## src/rtl/ipc_sem_pkg.sv

```systemverilog
package ipc_sem_pkg;
  localparam int DATA_W    = 8;
  localparam int ADDR_W    = 5;
  localparam int MBOX_BASE = 0;
  localparam int MASK_ADDR = 5;
  localparam int STAT_ADDR = 6;
  localparam int MOD_BASE  = 8;
  localparam int GLB_BASE  = 16;
  typedef logic [DATA_W-1:0] data_t;
  typedef logic [ADDR_W-1:0] addr_t;
endpackage

```

## src/rtl/ipc_sem_decode.sv

```systemverilog
module ipc_sem_decode
  import ipc_sem_pkg::*;
#(
  parameter int NUM_MOD  = 4,
  parameter int NUM_GLB  = 4,
  parameter int NUM_MBOX = 5
) (
  input  logic                wr_i,
  input  logic                priv_i,
  input  addr_t               addr_i,
  output logic [NUM_MOD-1:0]  mod_set_o,
  output logic [NUM_MOD-1:0]  mod_clr_o,
  output logic [NUM_GLB-1:0]  glb_set_o,
  output logic [NUM_GLB-1:0]  glb_clr_o,
  output logic [NUM_MBOX-1:0] mbox_we_o,
  output logic                mask_we_o
);
  for (genvar k = 0; k < NUM_MOD; k++) begin : g_mod
    assign mod_clr_o[k] = wr_i && (addr_i == addr_t'(MOD_BASE + 2*k));
    assign mod_set_o[k] = wr_i && (addr_i == addr_t'(MOD_BASE + 2*k + 1));
  end

  // global switches are gated by privilege
  for (genvar k = 0; k < NUM_GLB; k++) begin : g_glb
    assign glb_clr_o[k] = wr_i && priv_i && (addr_i == addr_t'(GLB_BASE + 2*k));
    assign glb_set_o[k] = wr_i && priv_i && (addr_i == addr_t'(GLB_BASE + 2*k + 1));
  end

  for (genvar m = 0; m < NUM_MBOX; m++) begin : g_mbox
    assign mbox_we_o[m] = wr_i && (addr_i == addr_t'(MBOX_BASE + m));
  end

  assign mask_we_o = wr_i && (addr_i == addr_t'(MASK_ADDR));
endmodule

```

## src/rtl/ipc_sem_switch.sv

```systemverilog
module ipc_sem_switch (
  input  logic clk_i,
  input  logic rst_ni,
  input  logic set_i,
  input  logic clr_i,
  output logic q_o
);
  always_ff @(posedge clk_i or negedge rst_ni) begin
    if (!rst_ni)    q_o <= 1'b0;
    else if (clr_i) q_o <= 1'b0;  // clear has priority
    else if (set_i) q_o <= 1'b1;
  end
endmodule

```

## src/rtl/ipc_sem_mbox.sv

```systemverilog
module ipc_sem_mbox
  import ipc_sem_pkg::*;
#(
  parameter int NUM_MBOX = 5
) (
  input  logic                          clk_i,
  input  logic                          rst_ni,
  input  logic [NUM_MBOX-1:0]           we_i,
  input  data_t                         wdata_i,
  output logic [NUM_MBOX-1:0][DATA_W-1:0] q_o
);
  for (genvar m = 0; m < NUM_MBOX; m++) begin : g_reg
    always_ff @(posedge clk_i or negedge rst_ni) begin
      if (!rst_ni)      q_o[m] <= '0;
      else if (we_i[m]) q_o[m] <= wdata_i;
    end
  end
endmodule

```

## src/rtl/ipc_semaphore_bank.sv

```systemverilog
module ipc_semaphore_bank
  import ipc_sem_pkg::*;
#(
  parameter int NUM_MOD  = 4,
  parameter int NUM_GLB  = 4,
  parameter int NUM_MBOX = 5
) (
  input  logic               clk_i,
  input  logic               rst_ni,
  input  logic               wr_i,
  input  logic               priv_i,
  input  logic               local_i,
  input  logic [ADDR_W-1:0]  addr_i,
  input  logic [DATA_W-1:0]  wdata_i,
  output logic [DATA_W-1:0]  rdata_o,
  output logic [NUM_MOD-1:0] irq_o
);
  localparam int STAT_W = NUM_MOD + NUM_GLB;

  logic [NUM_MOD-1:0]  mod_set, mod_clr, mod_q, mask_q;
  logic [NUM_GLB-1:0]  glb_set, glb_clr, glb_q;
  logic [NUM_MBOX-1:0] mbox_we;
  logic                mask_we;
  logic [NUM_MBOX-1:0][DATA_W-1:0] mbox_q;
  logic [STAT_W-1:0]   stat_bits;

  ipc_sem_decode #(.NUM_MOD(NUM_MOD), .NUM_GLB(NUM_GLB), .NUM_MBOX(NUM_MBOX)) u_dec (
    .wr_i     (wr_i),
    .priv_i   (priv_i),
    .addr_i   (addr_i),
    .mod_set_o(mod_set),
    .mod_clr_o(mod_clr),
    .glb_set_o(glb_set),
    .glb_clr_o(glb_clr),
    .mbox_we_o(mbox_we),
    .mask_we_o(mask_we)
  );

  for (genvar k = 0; k < NUM_MOD; k++) begin : g_mod
    ipc_sem_switch u_sw (
      .clk_i (clk_i),
      .rst_ni(rst_ni),
      .set_i (mod_set[k]),
      .clr_i (mod_clr[k]),
      .q_o   (mod_q[k])
    );
  end

  for (genvar k = 0; k < NUM_GLB; k++) begin : g_glb
    ipc_sem_switch u_sw (
      .clk_i (clk_i),
      .rst_ni(rst_ni),
      .set_i (glb_set[k]),
      .clr_i (glb_clr[k]),
      .q_o   (glb_q[k])
    );
  end

  ipc_sem_mbox #(.NUM_MBOX(NUM_MBOX)) u_mbox (
    .clk_i  (clk_i),
    .rst_ni (rst_ni),
    .we_i   (mbox_we),
    .wdata_i(wdata_i),
    .q_o    (mbox_q)
  );

  always_ff @(posedge clk_i or negedge rst_ni) begin
    if (!rst_ni)      mask_q <= '0;
    else if (mask_we) mask_q <= wdata_i[NUM_MOD-1:0];
  end

  assign irq_o     = mod_q & ~mask_q;
  assign stat_bits = {glb_q, mod_q};

  always_comb begin
    rdata_o = '0;
    if (int'(addr_i) < MBOX_BASE + NUM_MBOX) begin
      rdata_o = mbox_q[int'(addr_i) - MBOX_BASE];
    end else if (addr_i == addr_t'(MASK_ADDR)) begin
      rdata_o = DATA_W'(mask_q);
    end else if (addr_i == addr_t'(STAT_ADDR) && local_i) begin
      rdata_o = DATA_W'(stat_bits);
    end
  end
endmodule

```

## config.mk

```make
export PLATFORM = sky130hd
export DESIGN_NAME = ipc_semaphore_bank
export DESIGN_NICKNAME = d
export VERILOG_FILES = /design/src/rtl/ipc_sem_pkg.sv /design/src/rtl/ipc_sem_decode.sv /design/src/rtl/ipc_sem_switch.sv /design/src/rtl/ipc_sem_mbox.sv /design/src/rtl/ipc_semaphore_bank.sv
export SDC_FILE = /design/constraint.sdc
export NUM_CORES = 1
export LEC_CHECK = 0
export BUFFER_PORTS_ARGS = -buffer_cell sky130_fd_sc_hd__buf_2
export CAP_MARGIN = 20
export CORE_MARGIN = 1.5
export CORE_UTILIZATION = 50
export CTS_CLUSTER_DIAMETER = 60
export DETAILED_ROUTE_END_ITERATION = 10
export GPL_TIMING_DRIVEN = 1
export PLACE_DENSITY = 0.73
export SYNTH_ARGS = -nofsm -noshare
export SYNTH_HDL_FRONTEND = slang
export SYNTH_HIERARCHICAL = 1
export SYNTH_SLANG_ARGS = --single-unit
export TNS_END_PERCENT = 100
```

## constraint.sdc

```tcl
create_clock -name clk_i -period 3.73 [get_ports clk_i]
set_input_delay 0.9325 -clock clk_i [delete_from_list [all_inputs] [get_ports clk_i]]
set_output_delay 0.9325 -clock clk_i [all_outputs]
set_load 0.01 [all_outputs]
```

==> results.py <==
metrics = {
    "status": {
        "status": "completed",
    },
    "timing": {
        "finClkSkew_ns": 0,
        "timing.hold.ws_ns": 0.508,
        "finalHoldViolations": 0,
        "fmax_mhz": 296,
        "tightest_slew_ns": 0.826,
        "setup_violations": 0,
        "slew_headroom": 0.449,
        "rsz0062_at_grt": "false",
        "min_period_ns": 3.38,
        "period_share": 0.905,
        "tns_ns": 0,
        "drv_slew": 0,
    },
    "worst_setup_path": {
        "end_kind": "output pin",
        "cp_max_fo": 23,
        "arrival_ns": 2.44,
        "cp_common_cell": "buf_2",
        "path_cells": "buf_2 > nor2b_1 > a21oi_1 > a221o_1 > buf_2",
        "critPathRequiredTime_ns": 2.80,
        "cp_num_buf_inv": 2,
        "slowest_stage": "nor2b_1",
        "cp-start-kind": "input pin",
        "max_stage_delay_ns": 0.56,
        "timing.setup.critical_path_class": "input pin to output pin",
        "cpLargestDelayFamily": "simple AND/OR/NAND/NOR gates",
    },
    "yosys": {
        "syn-num-nets": 241,
        "yosys.area_share.simple": 0.128,
        "synth_top_family_by_area": "multiplexers",
        "synth.area.top_cells": "dfrtp_1, mux2_4, buf_6, nand4bb_1, a21oi_1",
        "yosys.cell_types.count": 32,
        "ys_ff_latch": 52,
        "async_reset_ff_frac": 1.00,
        "synth_compound_area_frac": 0.107,
        "synth_top_area_frac": 0.451,
        "synth_top_cells_by_count": "dfrtp_1, mux2_4, a21oi_1, nor2_1, buf_6",
        "netlist_area_um2": 2880,
        "seq_area_frac_synth": 0.451,
        "synth_flop_cell": "dfrtp_1",
        "synthAdderAreaFrac": 0,
        "yosysMostFrequentCell": "dfrtp_1",
        "synth_area_leader_cell": "dfrtp_1",
        "synth_mux_area_frac": 0.252,
        "yosys_warnings": 6,
        "syn_inst": 223,
        "avgSynthCellArea_um2": 12.9,
        "synth_edf_count": 0,
        "post_synth_xor_area_fraction": 0,
    },
    "cells_and_area": {
        "layout.area.seq_um2": 1300,
        "post_layout_nonfiller_instances": 321,
        "areaGrowthSynthToFinish_pct": 8.24,
        "final_core_util": 0.563,
        "n_fill_cell": 478,
        "multi_input_area_um2": 1410,
        "antenna_cells": 0,
        "drive_above_1_share": 0.373,
        "nets": 267,
    },
    "floorplan": {
        "io_pins": 30,
        "dieHeight_um": 78.9,
        "core_area_um2": 5540,
        "initial_core_util": 0.521,
        "die_w_um": 78.9,
        "die_area_um2": 6230,
        "row_count": 27,
    },
    "cts": {
        "htreeDepth": 2,
        "insertion_delay_ns": 0.30,
        "cts_buffers": 5,
        "cts_root_buf": "clkbuf_8",
        "path_clk_slew_ns": 0.08,
        "cts_hold_buf": 0,
        "clock_sinks": 52,
        "cts_resized": 0,
        "cts_tree": "yes",
        "clk_path_buf_depth": 2,
        "post_cts_buffers": 0,
    },
    "routing": {
        "drt_iter0_drc": 83,
        "routed_wl_um": 6060,
        "dr_total_vias": 1865,
        "wl_per_cell_um": 18.9,
        "first_pass_iters": 4,
        "postRouteAntennaNets": 0,
        "drcViolationCount": 0,
        "viasPerCell": 5.81,
    },
    "placement": {
        "place_inst": 314,
        "dpl.hpwl_um": 4210,
        "portBuffers": 29,
        "gp_congestion": 0.897,
    },
    "power": {
        "ir_worst_vdd_mv": 0.211,
        "power_mw": 1.39,
        "power.leakage_nw": 1.46,
        "pwr_density_cell_nw_per_um2": 446,
    },
    "global_route": {
        "grt_usage": 0.210,
        "gr-total-overflow": 0,
        "antenna_found_initial": 0,
        "grt_pass1_vias": 1876,
        "grt_first_pass_wirelength_um": 9760,
        "grt_start_max_net_pins": 38,
    },
    "run": {
        "cap_violations": 0,
    },
    "worst_hold_path": {
        "min_path_type": "flop to flop",
    },
}
-- per-stage QoR --
stage	instance area (µm²)	setup slack, ns
3_3_place_gp	3030	0.432
6_report	3120	0.354
4_1_cts	3120	0.422
2_1_floorplan	2880	0.998
5_1_grt	3120	0.252
3_5_place_dp	3030	0.421
-- power breakdown --
part | switching, mW | internal [mW] | total (mW) | leakage [nW]
registers | 0.0742 | 0.675 | 0.749 | 0.663
logic | 0.118 | 0.183 | 0.301 | 0.743
clock network | 0.176 | 0.165 | 0.342 | 0.0503
-- area by class of cell --
cell class              instances  share of cell area
multi-input cells             147               0.452
flip-flops and latches         52               0.417
repair buffers                 36              0.0633
clock buffers                   7              0.0309
well taps                      72              0.0289
inverters                       7             0.00842
-- final timing paths --
path,from,to,slack (ns),cells after the start
worst max-delay path,addr_i[1],rdata_o[0],0.35,5
worst min-delay path,g_glb[2].u_sw/q_o$_DFFE_PN0P_,g_glb[2].u_sw/q_o$_DFFE_PN0P_,0.51,1
worst max register to register,u_mbox/q_o[17]$_DFFE_PN0P_,u_mbox/q_o[17]$_DFFE_PN0P_,2.95,1
worst min register to register,g_glb[2].u_sw/q_o$_DFFE_PN0P_,g_glb[2].u_sw/q_o$_DFFE_PN0P_,0.51,1
max in group asynchronous,rst_ni,u_mbox/q_o[31]$_DFFE_PN0P_,2.29,2
min in group asynchronous,rst_ni,u_mbox/q_o[6]$_DFFE_PN0P_,0.72,1
-- kinds of logic after synthesis --
| logic type | count (synthesis) |
|---|---|
| DFF | 52 |
| muxes | 52 |
| buffers and inverters | 24 |
| AOI/OAI and AO/OA | 40 |
| and+or+nand+nor | 55 |
-- flip-flops by register name, summed over array words and instances, names as in the netlist --
register and count:
g_glb.u_sw/q_o 4, g_mod.u_sw/q_o 4, mask_q 4, u_mbox/q_o 40
-- layer usage --
| metal | wire, µm | track usage |
|---|---|---|
| met5 | 0 | 0 |
| met3 | 196 | 0.0345 |
| met2 | 2710 | 0.302 |
| met1 | 3000 | 0.309 |
| met4 | 154 | 0.0947 |
-- cell usage in the layout (no fill, tap or decap), types with 2 or more instances in the layout --
master and n:
mux2_2 4, a221o_1 4, nand4bb_1 9, and3_1 4
o21ba_1 8, inv_1 7, nand2b_1 4, a21oi_1 16
dfrtp_1 52, or2_2 2, mux2_4 40, nor2b_1 6
buf_2 29, nor4_1 4, a22o_1 4, nor2_1 12
o221ai_1 7, nor3_1 5, mux2i_1 8, buf_4 7
clkbuf_8 7
Note: power is estimated with default switching activity, not from simulation.
